### config.mk
export PLATFORM = sky130hd
export DESIGN_NAME = stepdrive_seq
export DESIGN_NICKNAME = d
export VERILOG_FILES = /design/src/rtl/stepdrive_pkg.sv /design/src/rtl/step_edge_fsm.sv /design/src/rtl/step_index.sv /design/src/rtl/phase_lookup.sv /design/src/rtl/stepdrive_seq.sv
export SDC_FILE = /design/constraint.sdc
export NUM_CORES = 1
export LEC_CHECK = 0
export BUFFER_PORTS_ARGS = -buffer_cell sky130_fd_sc_hd__buf_2
export CAP_MARGIN = 10
export CORE_ASPECT_RATIO = 0.7
export CORE_MARGIN = 10
export CORE_UTILIZATION = 25
export CTS_BUF_LIST = sky130_fd_sc_hd__clkbuf_8
export CTS_CLUSTER_DIAMETER = 120
export DETAILED_ROUTE_END_ITERATION = 8
export PLACE_DENSITY = 0.43
export REMOVE_ABC_BUFFERS = 1
export SLEW_MARGIN = 30
export SYNTH_ARGS = -nofsm -noshare
export SYNTH_HDL_FRONTEND = slang
export SYNTH_SLANG_ARGS = --single-unit
### constraint.sdc
create_clock -name clk -period 4.1 [get_ports clk]
set_clock_uncertainty 0.1 [all_clocks]
set_input_delay 0.205 -clock clk [delete_from_list [all_inputs] [get_ports clk]]
set_output_delay 0.205 -clock clk [all_outputs]
set_load 0.1 [all_outputs]
### src/rtl/stepdrive_pkg.sv
package stepdrive_pkg;

    localparam int IDX_W = 6;                 // 64 positions per electrical cycle
    localparam int MAG_W = 7;                 // 128 magnitude levels
    localparam int QTR   = 1 << (IDX_W - 2);  // positions per quadrant
    localparam int KW    = IDX_W - 1;         // width of a 0..QTR table address

    localparam logic [2:0] MODE_MICRO   = 3'd0;
    localparam logic [2:0] MODE_QUARTER = 3'd1;
    localparam logic [2:0] MODE_HALF    = 3'd2;
    localparam logic [2:0] MODE_FULL    = 3'd3;
    localparam logic [2:0] MODE_WAVE    = 3'd4;

    typedef enum logic {
        ST_ARMED,
        ST_HELD
    } edge_state_e;

    // round(127 * sin(k * 90deg / 16)) for k = 0..16
    function automatic logic [MAG_W-1:0] quarter_sine(input logic [KW-1:0] k);
        logic [MAG_W-1:0] v;
        unique case (k)
            5'd0:  v = 7'd0;
            5'd1:  v = 7'd12;
            5'd2:  v = 7'd25;
            5'd3:  v = 7'd37;
            5'd4:  v = 7'd49;
            5'd5:  v = 7'd60;
            5'd6:  v = 7'd71;
            5'd7:  v = 7'd81;
            5'd8:  v = 7'd90;
            5'd9:  v = 7'd98;
            5'd10: v = 7'd106;
            5'd11: v = 7'd112;
            5'd12: v = 7'd117;
            5'd13: v = 7'd122;
            5'd14: v = 7'd125;
            5'd15: v = 7'd126;
            default: v = 7'd127;
        endcase
        return v;
    endfunction

endpackage

### src/rtl/step_edge_fsm.sv
module step_edge_fsm (
    input  logic clk,
    input  logic rst,
    input  logic step_raw,
    output logic adv
);
    import stepdrive_pkg::*;

    logic        sync1_q, sync2_q;
    edge_state_e state_q, state_d;

    // two-flop synchroniser for the asynchronous step input
    always_ff @(posedge clk) begin
        if (rst) begin
            sync1_q <= 1'b0;
            sync2_q <= 1'b0;
        end else begin
            sync1_q <= step_raw;
            sync2_q <= sync1_q;
        end
    end

    // state register
    always_ff @(posedge clk) begin
        if (rst) state_q <= ST_ARMED;
        else     state_q <= state_d;
    end

    // next state and accept pulse
    always_comb begin
        state_d = state_q;
        adv     = 1'b0;
        unique case (state_q)
            ST_ARMED: if (sync2_q) begin
                state_d = ST_HELD;
                adv     = 1'b1;
            end
            ST_HELD: if (!sync2_q) state_d = ST_ARMED;
            default: state_d = ST_ARMED;
        endcase
    end

endmodule

### src/rtl/step_index.sv
module step_index (
    input  logic                           clk,
    input  logic                           rst,
    input  logic                           adv,
    input  logic                           dir_up,
    input  logic [2:0]                     mode,
    output logic [stepdrive_pkg::IDX_W-1:0] idx
);
    import stepdrive_pkg::*;

    logic [IDX_W-1:0] stride, offs, rel, base, nxt_rel, idx_q;

    always_comb begin
        offs = '0;
        unique case (mode)
            MODE_QUARTER: stride = IDX_W'(QTR / 4);
            MODE_HALF:    stride = IDX_W'(QTR / 2);
            MODE_FULL: begin
                stride = IDX_W'(QTR);
                offs   = IDX_W'(QTR / 2);
            end
            MODE_WAVE:    stride = IDX_W'(QTR);
            default:      stride = IDX_W'(1);
        endcase
        rel  = idx_q - offs;
        base = rel & ~(stride - IDX_W'(1));
        if (dir_up)              nxt_rel = base + stride;
        else if (rel == base)    nxt_rel = base - stride;
        else                     nxt_rel = base;
    end

    always_ff @(posedge clk) begin
        if (rst)      idx_q <= '0;
        else if (adv) idx_q <= nxt_rel + offs;
    end

    assign idx = idx_q;

endmodule

### src/rtl/phase_lookup.sv
module phase_lookup #(
    parameter int OFFSET = 0
) (
    input  logic [stepdrive_pkg::IDX_W-1:0] idx,
    output logic [stepdrive_pkg::MAG_W-1:0] mag,
    output logic                            neg
);
    import stepdrive_pkg::*;

    logic [IDX_W-1:0] pos;
    logic [1:0]       quad;
    logic [KW-1:0]    k, kk;

    always_comb begin
        pos  = idx + IDX_W'(OFFSET);
        quad = pos[IDX_W-1:IDX_W-2];
        k    = {1'b0, pos[IDX_W-3:0]};
        kk   = quad[0] ? (KW'(QTR) - k) : k;
        mag  = quarter_sine(kk);
        neg  = quad[1] && (mag != '0);
    end

endmodule

### src/rtl/stepdrive_seq.sv
module stepdrive_seq (
    input  logic       clk,
    input  logic       rst,
    input  logic       step_in,
    input  logic       dir_in,
    input  logic [2:0] mode_in,
    output logic [6:0] a_mag,
    output logic       a_neg,
    output logic [6:0] b_mag,
    output logic       b_neg
);
    import stepdrive_pkg::*;

    logic             adv;
    logic [IDX_W-1:0] idx_q;
    logic [MAG_W-1:0] mag_w [2];
    logic             neg_w [2];

    step_edge_fsm u_edge (
        .clk      (clk),
        .rst      (rst),
        .step_raw (step_in),
        .adv      (adv)
    );

    step_index u_index (
        .clk    (clk),
        .rst    (rst),
        .adv    (adv),
        .dir_up (dir_in),
        .mode   (mode_in),
        .idx    (idx_q)
    );

    // phase 0 = sine (A), phase 1 = cosine (B, a quarter cycle ahead)
    for (genvar p = 0; p < 2; p++) begin : g_phase
        phase_lookup #(.OFFSET(p * QTR)) u_lut (
            .idx (idx_q),
            .mag (mag_w[p]),
            .neg (neg_w[p])
        );
    end

    always_ff @(posedge clk) begin
        if (rst) begin
            a_mag <= '0;
            a_neg <= 1'b0;
            b_mag <= MAG_W'((1 << MAG_W) - 1);
            b_neg <= 1'b0;
        end else begin
            a_mag <= mag_w[0];
            a_neg <= neg_w[0];
            b_mag <= mag_w[1];
            b_neg <= neg_w[1];
        end
    end

endmodule

### Word level (Yosys, flattened, before mapping)

Memory sizes are Yosys's and may differ from the RTL's.
Index checks and enable logic that the tools add are counted.

| cells by class | value |
|---|---|
| shifts and indexed selects | 0 |
| $lt $le $gt $ge | 0 |
| bitwise gates (word level) | 2 |
| equality and inequality tests | 5 |
| divide/modulo/power cells | 0 |
| add/subtract/negate cells | 8 |
| muxes and demuxes | 10 |
| reduce and logical (&&, ||, !) cells | 5 |
| multipliers | 0 |

Operators with widths:

| kind | number |
|---|---|
| 5-bit case mux with 3 select lines | 1 |
| 7-bit 2-to-1 mux | 2 |
| 7-bit nonzero test | 2 |
| 6-bit 2-to-1 mux | 2 |
| 5-bit 2-to-1 mux | 2 |
| 5-bit by 4-bit subtractor with 5-bit output (first input constant) | 2 |
| 6-bit by 4-bit adder with 6-bit output | 1 |
| 6-bit by 5-bit adder with 6-bit output | 1 |
| 6-bit by 5-bit adder with 6-bit output (second input constant) | 1 |
| 6-bit bitwise AND | 1 |
| 3-bit by 2-bit == test with 1-bit output (second input constant) | 2 |
| 6-bit == test | 1 |
| 6-bit NOT | 1 |
| 5-bit by 1-bit subtractor with 6-bit output (second input constant) | 1 |
| 6-bit by 4-bit subtractor with 6-bit output | 1 |
| 6-bit by 5-bit subtractor with 6-bit output | 1 |
| 4-bit 2-to-1 mux | 1 |
| 3-bit by 1-bit == test with 1-bit output (second input constant) | 1 |
| 3-bit == test (second input constant) | 1 |
| 1-bit logical AND | 2 |
| 1-bit 2-to-1 mux | 2 |
| 2-bit OR reduction | 1 |

| word-level totals | value |
|---|---|
| bits in registers | 25 |
| word-level logic and storage cells | 40 |
| input bits | 7 |
| ROM bits | 224 |
| latch bits | 0 |
| RAM bits | 0 |
| output and inout bits | 16 |
| memories | 2 |

Memory list:

| name | depth | width | read ports | clocked after memory_dff | write ports | line | text |
|---|---|---|---|---|---|---|---|
| (name not given) | 16 | 7 | 1 | 0 | 0 | stepdrive_pkg.sv:22 | `unique case (k)` |
| (name not given) | 16 | 7 | 1 | 0 | 0 | stepdrive_pkg.sv:22 |  |

### Longest topological paths before layout

Gate-level depths: netlist of the first run.

| depth | value |
|---|---|
| depth after elaboration | 10 |
| gate-level depth with buffers | 18 |
| mapped depth without buffers | 17 |

### Modules after synthesis

Synthesis of the first run repeated with hierarchy kept, for this count alone.

| unflattened totals | value |
|---|---|
| cells, all modules | 263 |
| area total of the unflattened synthesis | 2268.4 um2 |

Modules (own cells, without submodules):

| module | area an instance (um2) | cells each | seq. area each (um2) | times used |
|---|---|---|---|---|
| step_index | 992.2 | 127 | 120.1 | 1 |
| stepdrive_seq | 439.2 | 33 | 320.3 | 1 |
| phase_lookup (g_phase[0].u_lut) | 392.9 | 49 | 0.0 | 1 |
| phase_lookup (g_phase[1].u_lut) | 356.6 | 47 | 0.0 | 1 |
| step_edge_fsm | 87.6 | 7 | 60.1 | 1 |

### Worst setup path before layout of the first run

Ideal clock, no wire load.

| path | value |
|---|---|
| path kind | register to register |
| start | reg u_index.idx_q[3] (netlist: u_index.idx[3]) |
| end | reg u_index.idx_q[5] (netlist: u_index.idx[5]) |
| data arrival time | 3.019 ns |
| slack | 0.909 ns |
| stages on the path, launching flop included | 16 |
| buffers on the path | 1 |
| required time | 3.928 ns |
| path through | dfxtp_1 clkbuf_1 inv_1 ha_1 o21a_1 o21ai_0 nand2_1 a221oi_1 o21ai_0 ha_1 ha_1 xor2_1 nor2_1 o2111ai_1 o311ai_2 mux2i_1 |

| on the way | value |
|---|---|
| longest elaborated chain between the ends | 6 |
| elaborated cells on any way between the ends | 8 |
| classes of those cells | add/sub (4); eq/ne (1); mux (2); bitwise (1) |

Ends and longest elaborated chain:

| what | line | text |
|---|---|---|
| start, declared | step_index.sv:11 | `logic [IDX_W-1:0] stride, offs, rel, base, nxt_rel, idx_q;` |
| start signal, assigned | step_index.sv:34 | `else if (adv) idx_q <= nxt_rel + offs;` |
| 6-bit by 4-bit subtractor with 6-bit output (*) | step_index.sv:25 | `rel = idx_q - offs;` |
| 6-bit bitwise AND | step_index.sv:26 | `base = rel & ~(stride - IDX_W'(1));` |
| 6-bit by 5-bit subtractor with 6-bit output / 6-bit == test (equally long branches) | step_index.sv:28 | `else if (rel == base) nxt_rel = base - stride;` |
| 6-bit 2-to-1 mux | step_index.sv:28 |  |
| 6-bit 2-to-1 mux (*) | step_index.sv:27 | `if (dir_up) nxt_rel = base + stride;` |
| 6-bit by 4-bit adder with 6-bit output (*) | step_index.sv:34 |  |

Mark *: on every way between the ends. The rest lies on a longest branch, timed or not.
A chain may end at the register's enable or synchronous reset.

### Final worst setup path of the first run

Ends and elaborated chain as after synthesis.

==> reports/qor.csv, run 1 <==
stage;metric;value;unit
layout;syn2layout_area_growth;11.60;%
synth;synth_top_cell_by_area;dfxtp_1;
clock_network;clockBufferDepth;2;
clock_network;path_clk_slew;0.08;ns
clock_network;clock-root-buffer;clkbuf_8;
synth;yosysWarnings;0;
grt;grt_pass1_vias;1936;
synth;syn_inst;269;
critical_path;worstPathRequired;4.20;ns
power_and_ir_drop;swShare;0.4256;
critical_path;worstReg2RegEnd;u_index.idx[5];
layout;diodes;0;
timing;fin_crit_sh;0.8081;
clock_network;cts_resized;0;
synth;syn_area;0.002113;mm²
critical_path;endpoint_kind;flip-flop;
clock_network;clkLatencyLatePin;0.27;ns
critical_path;cp.arrival;3.41;ns
layout;fin_area;0.002359;mm²
timing;final.setup.tns;0;ns
power_and_ir_drop;combPwrFrac;0.433;
worst_hold_path;min_path_cells;2;
floorplan;fp-row-count;27;
clock_network;cts_buffers;3;
floorplan;ios;23;
floorplan;initial_core_util;0.2628;
timing;fmax;301.8;MHz
drt;drt_wl_total;5628;µm
synth;synth_area_leaders;dfxtp_1, ha_1, xnor2_1, a21oi_1, nor2_1;
synth;yosysUniqueCellTypes;51;
power_and_ir_drop;switchingPower;0.0003097;W
drt;wl_per_cell;14.58;µm
placement;dp_slack;0.7496;ns
synth;synth_top_cell_area_share;0.2368;
synth;ys_ff_latch;25;
timing;fin_crit;3.313;ns
timing;final_hold_viol_count;0;
drt;via_per_inst;4.964;
critical_path;r2r_start;u_index.idx[3];
placement;portBuffers;22;
synth;syn-mean-instance-area;7.856;µm²
power_and_ir_drop;cellLeakagePower;1.001;nW
timing;drv_slew;0;
timing;setup_slack;0.7867;ns
drt;vias;1916;
grt;antenna_found_initial;0;
drt;postRouteAntennaNets;0;
drt;drt_iter0_drc;143;
layout;drive_gt1_frac;0.1404;
power_and_ir_drop;powerDensity;308.6;mW/mm²
clock_network;holdBufCountCts;0;
status;status;complete, no violations;
worst_hold_path;min_to;u_edge.sync1_q;
clock_network;cts_tree;built;
worst_hold_path;hp-start;step_in;
floorplan;dieArea;0.01259;mm²
critical_path;path_max_fanout;8;
timing;tightest_slew;0.8055;ns
timing;grt_setup_unrepaired;no;
power_and_ir_drop;internal-power;0.0004180;W
timing;final-setup-viol-count;0;
synth;ys_seq_area_frac;0.2368;
grt;grt_pass1_wl;9887;µm
grt;grt_use_total;0.09290;
worst_hold_path;hold_class;in2reg;
layout;nets;316;
floorplan;die_h;96.93;µm
synth;ys.flop_type;dfxtp_1;
critical_path;start_kind;flip-flop;
timing;max_slew_margin;0.4591;
clock_network;htreeDepth;1;
power_and_ir_drop;irDropWorstVdd;0.0001331;V
drt;drc;0;
critical_path;r2r_cells;14;
clock_network;post-cts-setup-buffers;0;
synth;async_reset_ff_frac;0;
critical_path;path_class;reg2reg;
floorplan;die_w;129.9;µm
placement;placed_area;0.002313;mm²
clock_network;clock-sinks;25;
grt;grt_max_degree;21;
placement;dp_hpwl;4301;µm
critical_path;r2r_setup_slack;0.79;ns
synth;synth_edf_count;0;
power_and_ir_drop;power_frac_clock;0.199;
layout;fill_cells;882;
placement;gp_congestion;0.8467;
floorplan;core;0.008040;mm²
drt;first_pass_iters;4;
flow_run;maxCapViolations;0;
grt;gr-total-overflow;0;
power_and_ir_drop;seqPwrFrac;0.368;
==> per-layer routing <==
layer,vias to the layer above,part of all wire,track usage
li1,990,-,-
met1,875,0.54,0.1424
met2,45,0.38,0.1273
met3,6,0.064,0.02503
met4,0,0.0075,0.008562
met5,-,0,0
==> placed cells by master (no fill, tap or decap), types with 4 or more instances in the layout <==
master	count
o21ai_0	7
nor2b_1	5
nand2_1	19
o31ai_1	5
nor3_1	8
o211ai_1	4
a31oi_1	4
buf_4	7
nor2_1	26
nand3_1	10
dfxtp_1	25
o21a_1	4
nand2b_1	7
inv_1	18
and3_1	4
ha_1	23
buf_2	22
a21oi_1	20
xnor2_1	12
mux2i_1	4
==> state kept, by name, indices dropped and copies added, names as in the netlist <==
| register | flops |
|---|---|
| u_edge.sync1_q | 1 |
| a_neg | 1 |
| u_edge.state_q | 1 |
| u_index.idx | 6 |
| u_edge.sync2_q | 1 |
| a_mag | 7 |
| b_mag | 7 |
| b_neg | 1 |
==> Yosys cell counts, types with 4 or more instances <==
cell type,instances
nor2_1,26
dfxtp_1,25
ha_1,23
a21oi_1,20
nand2_1,19
inv_1,17
xnor2_1,12
clkbuf_1,10
nand3_1,10
nor3_1,8
nand2b_1,7
o21ai_0,7
nor2b_1,5
o31ai_1,5
a31oi_1,4
and3_1,4
mux2i_1,4
o211ai_1,4
o21a_1,4
==> per-stage QoR <==
step	util	hold WS, ns	power (W)	cells
floorplan	-	0.1741	0.0005166	252
global placement	0.2877	0.3213	0.0005922	382
detailed placement	0.2877	0.3179	0.0005878	382
CTS	0.2933	0.03553	0.0007369	386
global route	0.2933	0.07360	0.0007816	386
finish	0.2933	0.04563	0.0007278	386
==> worst max-delay path: stages, from the launching register on <==
cell and delay (ns):
dfxtp_1 0.49, inv_1 0.15, ha_1 0.35, nor2_1 0.21, ha_1 0.32, a21oi_1 0.15
o31ai_1 0.10, xnor2_1 0.15, a22oi_1 0.17, xnor2_1 0.15, ha_1 0.18, xor2_1 0.20
nand2b_1 0.09, o311ai_2 0.24, mux2i_1 0.20
==> kinds of logic after synthesis <==
logic type | count (synthesis) | synth area share
AO/OA/AOI/OAI | 69 | 0.2244
multiplexers | 7 | 0.04026
XOR/XNOR | 15 | 0.06217
adder cells (fa/ha/maj) | 24 | 0.1415
buffers and inverters | 35 | 0.07401
flip-flops | 25 | 0.2368
AND/OR/NAND/NOR | 94 | 0.2208
==> power groups by stage <==
stage	sequential [W]	clock, W	combinational [W]
floorplan	0.000374	0	0.000142
global placement	0.000273	0	0.000319
detailed placement	0.000273	0	0.000315
CTS	0.000268	0.000152	0.000317
global route	0.000270	0.000165	0.000347
finish	0.000268	0.000145	0.000315
==> final cells by class <==
cell class | instances | area, µm² | share of cell area
inverters | 18 | 67.56 | 0.02865
clock inverters | 1 | 3.754 | 0.001592
repair buffers | 29 | 162.7 | 0.06897
multi-input cells | 209 | 1456 | 0.6175
well taps | 101 | 126.4 | 0.05358
clock buffers | 3 | 41.29 | 0.01751
flip-flops and latches | 25 | 500.5 | 0.2122
==> worst max-delay path by stage <==
stage | start | endpoint | slack, ns
floorplan | u_index.idx[3] | u_index.idx[5] | 1.03
global placement | mode_in[1] | u_index.idx[5] | 0.71
detailed placement | mode_in[1] | u_index.idx[5] | 0.75
CTS | u_index.idx[3] | u_index.idx[5] | 0.76
global route | u_index.idx[3] | u_index.idx[5] | 0.44
finish | u_index.idx[3] | u_index.idx[5] | 0.79
(Power assumes the default switching activity.)
==> run 2: changes to the inputs <==
--- a/config.mk
+++ b/config.mk
@@ -13,7 +13,7 @@
 export CTS_BUF_LIST = sky130_fd_sc_hd__clkbuf_8
 export CTS_CLUSTER_DIAMETER = 120
 export DETAILED_ROUTE_END_ITERATION = 8
-export PLACE_DENSITY = 0.43
+export PLACE_DENSITY = 0.44
 export REMOVE_ABC_BUFFERS = 1
 export SLEW_MARGIN = 30
 export SYNTH_ARGS = -nofsm -noshare
==> constraint.sdc (replaced) <==
create_clock -name clk -period 2.9 [get_ports clk]
set_clock_uncertainty 0.1 [all_clocks]
set_input_delay 0.145 -clock clk [delete_from_list [all_inputs] [get_ports clk]]
set_output_delay 0.145 -clock clk [all_outputs]
set_load 0.1 [all_outputs]
==> run 2 against run 1 <==
Die area did not move; wire length rose by 11%; sequential share of layout area fell by 3.8 points; core utilization rose by 6.7 points; total power rose by 57%; maximum frequency rose by 15%; clock-buffer cell count did not move; largest cell class unchanged; largest power group unchanged.
==> reports/qor.csv, run 2 (synthesis results as in run 1) <==
stage;metric;value;unit;change
timing;final_hold_viol_count;0;;unchanged
critical_path;endpoint;u_index.idx[5];;
critical_path;path_class;reg2reg;;
timing;fin_crit_sh;0.9917;;+0.1836
timing;fmax;347.7;MHz;+15%
floorplan;die_h;96.93;µm;unchanged
power_and_ir_drop;irDropWorstVdd;0.0001904;V;+43%
layout;layout_common_cells;buf_4, buf_2, nor2_1, dfxtp_1, a21oi_1;;
grt;grt_pass1_wl;10610;µm;+7.3%
power_and_ir_drop;internal-power;0.0006563;W;+57%
clock_network;clkLatencyLatePin;0.28;ns;about the same
critical_path;r2r_cells;16;;+2
critical_path;r2r_setup_slack;0.02;ns;-0.76 ns
power_and_ir_drop;switchingPower;0.0004839;W;+56%
grt;grt_max_degree;21;;unchanged
clock_network;path_clk_slew;0.09;ns;about the same
critical_path;cp.arrival;3.00;ns;-0.41 ns
critical_path;crit_start;u_index.idx[2];;
critical_path;worstPathRequired;3.02;ns;-1.18 ns
grt;grt_use_total;0.1013;;+0.008446
grt;grt_pass1_vias;2086;;+7.7%
drt;via_per_inst;4.808;;-3.1%
timing;drv_slew;0;;unchanged
drt;drc;0;;unchanged
layout;diodes;0;;unchanged
timing;final-setup-viol-count;0;;unchanged
drt;vias;2077;;+8.4%
placement;portBuffers;22;;unchanged
layout;fill_cells;859;;-2.6%
drt;first_pass_iters;5;;+1
placement;gp_congestion;0.8434;;-0.39%
floorplan;fp-row-count;27;;unchanged
timing;tightest_slew;0.8275;ns;+0.02204 ns
clock_network;htreeDepth;1;;unchanged
grt;antenna_found_initial;0;;unchanged
clock_network;clock-sinks;25;;unchanged
power_and_ir_drop;powerDensity;393.6;mW/mm²;+28%
critical_path;path_max_fanout;2;;-6
timing;fin_crit;2.876;ns;-0.4373 ns
status;status;complete, no violations;;
floorplan;dieArea;0.01259;mm²;unchanged
timing;max_slew_margin;0.4443;;-0.01480
worst_hold_path;min_path_cells;2;;unchanged
layout;final_core_util;0.3603;;+0.06692
power_and_ir_drop;power_frac_clock;0.194;;-0.005
critical_path;r2r_start;u_index.idx[2];;
clock_network;clock-root-buffer;clkbuf_8;;
critical_path;start_kind;flip-flop;;
power_and_ir_drop;cellLeakagePower;1.236;nW;+23%
floorplan;initial_core_util;0.2628;;unchanged
layout;syn2layout_area_growth;37.06;%;
critical_path;worstReg2RegEnd;u_index.idx[5];;
drt;postRouteAntennaNets;0;;unchanged
drt;wl_per_cell;14.44;µm;-0.93%
floorplan;die_w;129.9;µm;unchanged
clock_network;clockBufferDepth;2;;unchanged
power_and_ir_drop;p_total;0.001140;W;+57%
timing;grt_setup_unrepaired;yes;;
power_and_ir_drop;seqPwrFrac;0.331;;-0.037
clock_network;cts_tree;built;;
placement;dp_hpwl;4749;µm;+10%
worst_hold_path;hold_class;in2reg;;
layout;drive_gt1_frac;0.3656;;+0.2252
critical_path;endpoint_kind;flip-flop;;
drt;drt_iter0_drc;96;;-33%
flow_run;maxCapViolations;0;;unchanged
floorplan;core;0.008040;mm²;unchanged
floorplan;ios;23;;unchanged
drt;drt_wl_total;6240;µm;+11%
layout;mostFrequentLayoutCell;buf_4;;
power_and_ir_drop;swShare;0.4244;;-0.001233
clock_network;cts_buffers;3;;unchanged
power_and_ir_drop;combPwrFrac;0.476;;+0.043
grt;gr-total-overflow;0;;unchanged
layout;nets;362;;+15%
## run 2: cell types whose count changed in the layout (fill, tap and decap cells not counted), sizes merged
cell,change
buf,+45
clkinv,+1
dlygate4sd3,+1
inv,-1
## run 2: worst min path at each step
stage	startpoint	endpoint
5_1_grt	rst	u_index.idx[3]
3_3_place_gp	step_in	u_edge.sync1_q
4_1_cts	rst	a_mag[6]
6_report	rst	u_index.idx[0]
3_5_place_dp	step_in	u_edge.sync1_q
2_1_floorplan	rst	a_mag[0]
## run 2: layout make-up
class,count,area [µm²],area share
Multi-Input combinational cell,209,1638,0.5654
Tap cell,101,126.4,0.04363
Clock inverter,1,5.005,0.001728
Clock buffer,3,41.29,0.01425
Sequential cell,25,505.5,0.1745
Timing Repair Buffer,75,510.5,0.1762
Inverter,18,70.07,0.02419
## run 2: power groups by stage
stage               registers, W  logic [W]  clock network (W)
floorplan               0.000529   0.000201                  0
global placement        0.000384   0.000504                  0
detailed placement      0.000384   0.000501                  0
CTS                     0.000376   0.000529           0.000235
global route            0.000380   0.000591           0.000251
finish                  0.000377   0.000542           0.000221
## run 2: critical path, stage by stage (launching register included)
cell	delay [ns]
dfxtp_2	0.36
nand2_2	0.07
nor2_4	0.12
ha_4	0.23
inv_4	0.07
o2111ai_4	0.10
and2_4	0.19
buf_4	0.13
nor2_2	0.09
a311oi_2	0.05
o21ai_1	0.16
ha_2	0.19
ha_2	0.18
xor2_2	0.19
nand2b_1	0.09
o311ai_2	0.28
mux2i_1	0.20
## run 2: repair_timing
action                                 in CTS  in global routing
endpoints found under the hold margin       1                  0
setup endpoints to repair                   1                  3
gates resized for setup                    26                 20
hold buffers                                1                  0
setup buffers                               2                  1
pin swaps                                  11                 12
## run 2: metrics by stage
stage	hold slack (ns)	cell area (µm²)	setup TNS (ns)	worst slack (ns)	instances
after floorplan	0.1141	2024	-0.3220	-0.1722	252
after global placement	0.2603	2629	-0.2414	-0.2414	424
after detailed placement	0.2696	2629	-0.2566	-0.2566	424
after CTS	0.1479	2811	0	0.002048	431
after global routing	0.1553	2897	-0.1139	-0.1139	432
final	0.1462	2897	0	0.02398	432
## run 2: metal layers
layer | vias to the layer above | track usage | share of wire
met1 | 964 | 0.1488 | 0.55
met5 | - | 0 | 0
met3 | 4 | 0.02829 | 0.044
met4 | 0 | 0.01027 | 0.0034
met2 | 30 | 0.1460 | 0.40
li1 | 1079 | - | -
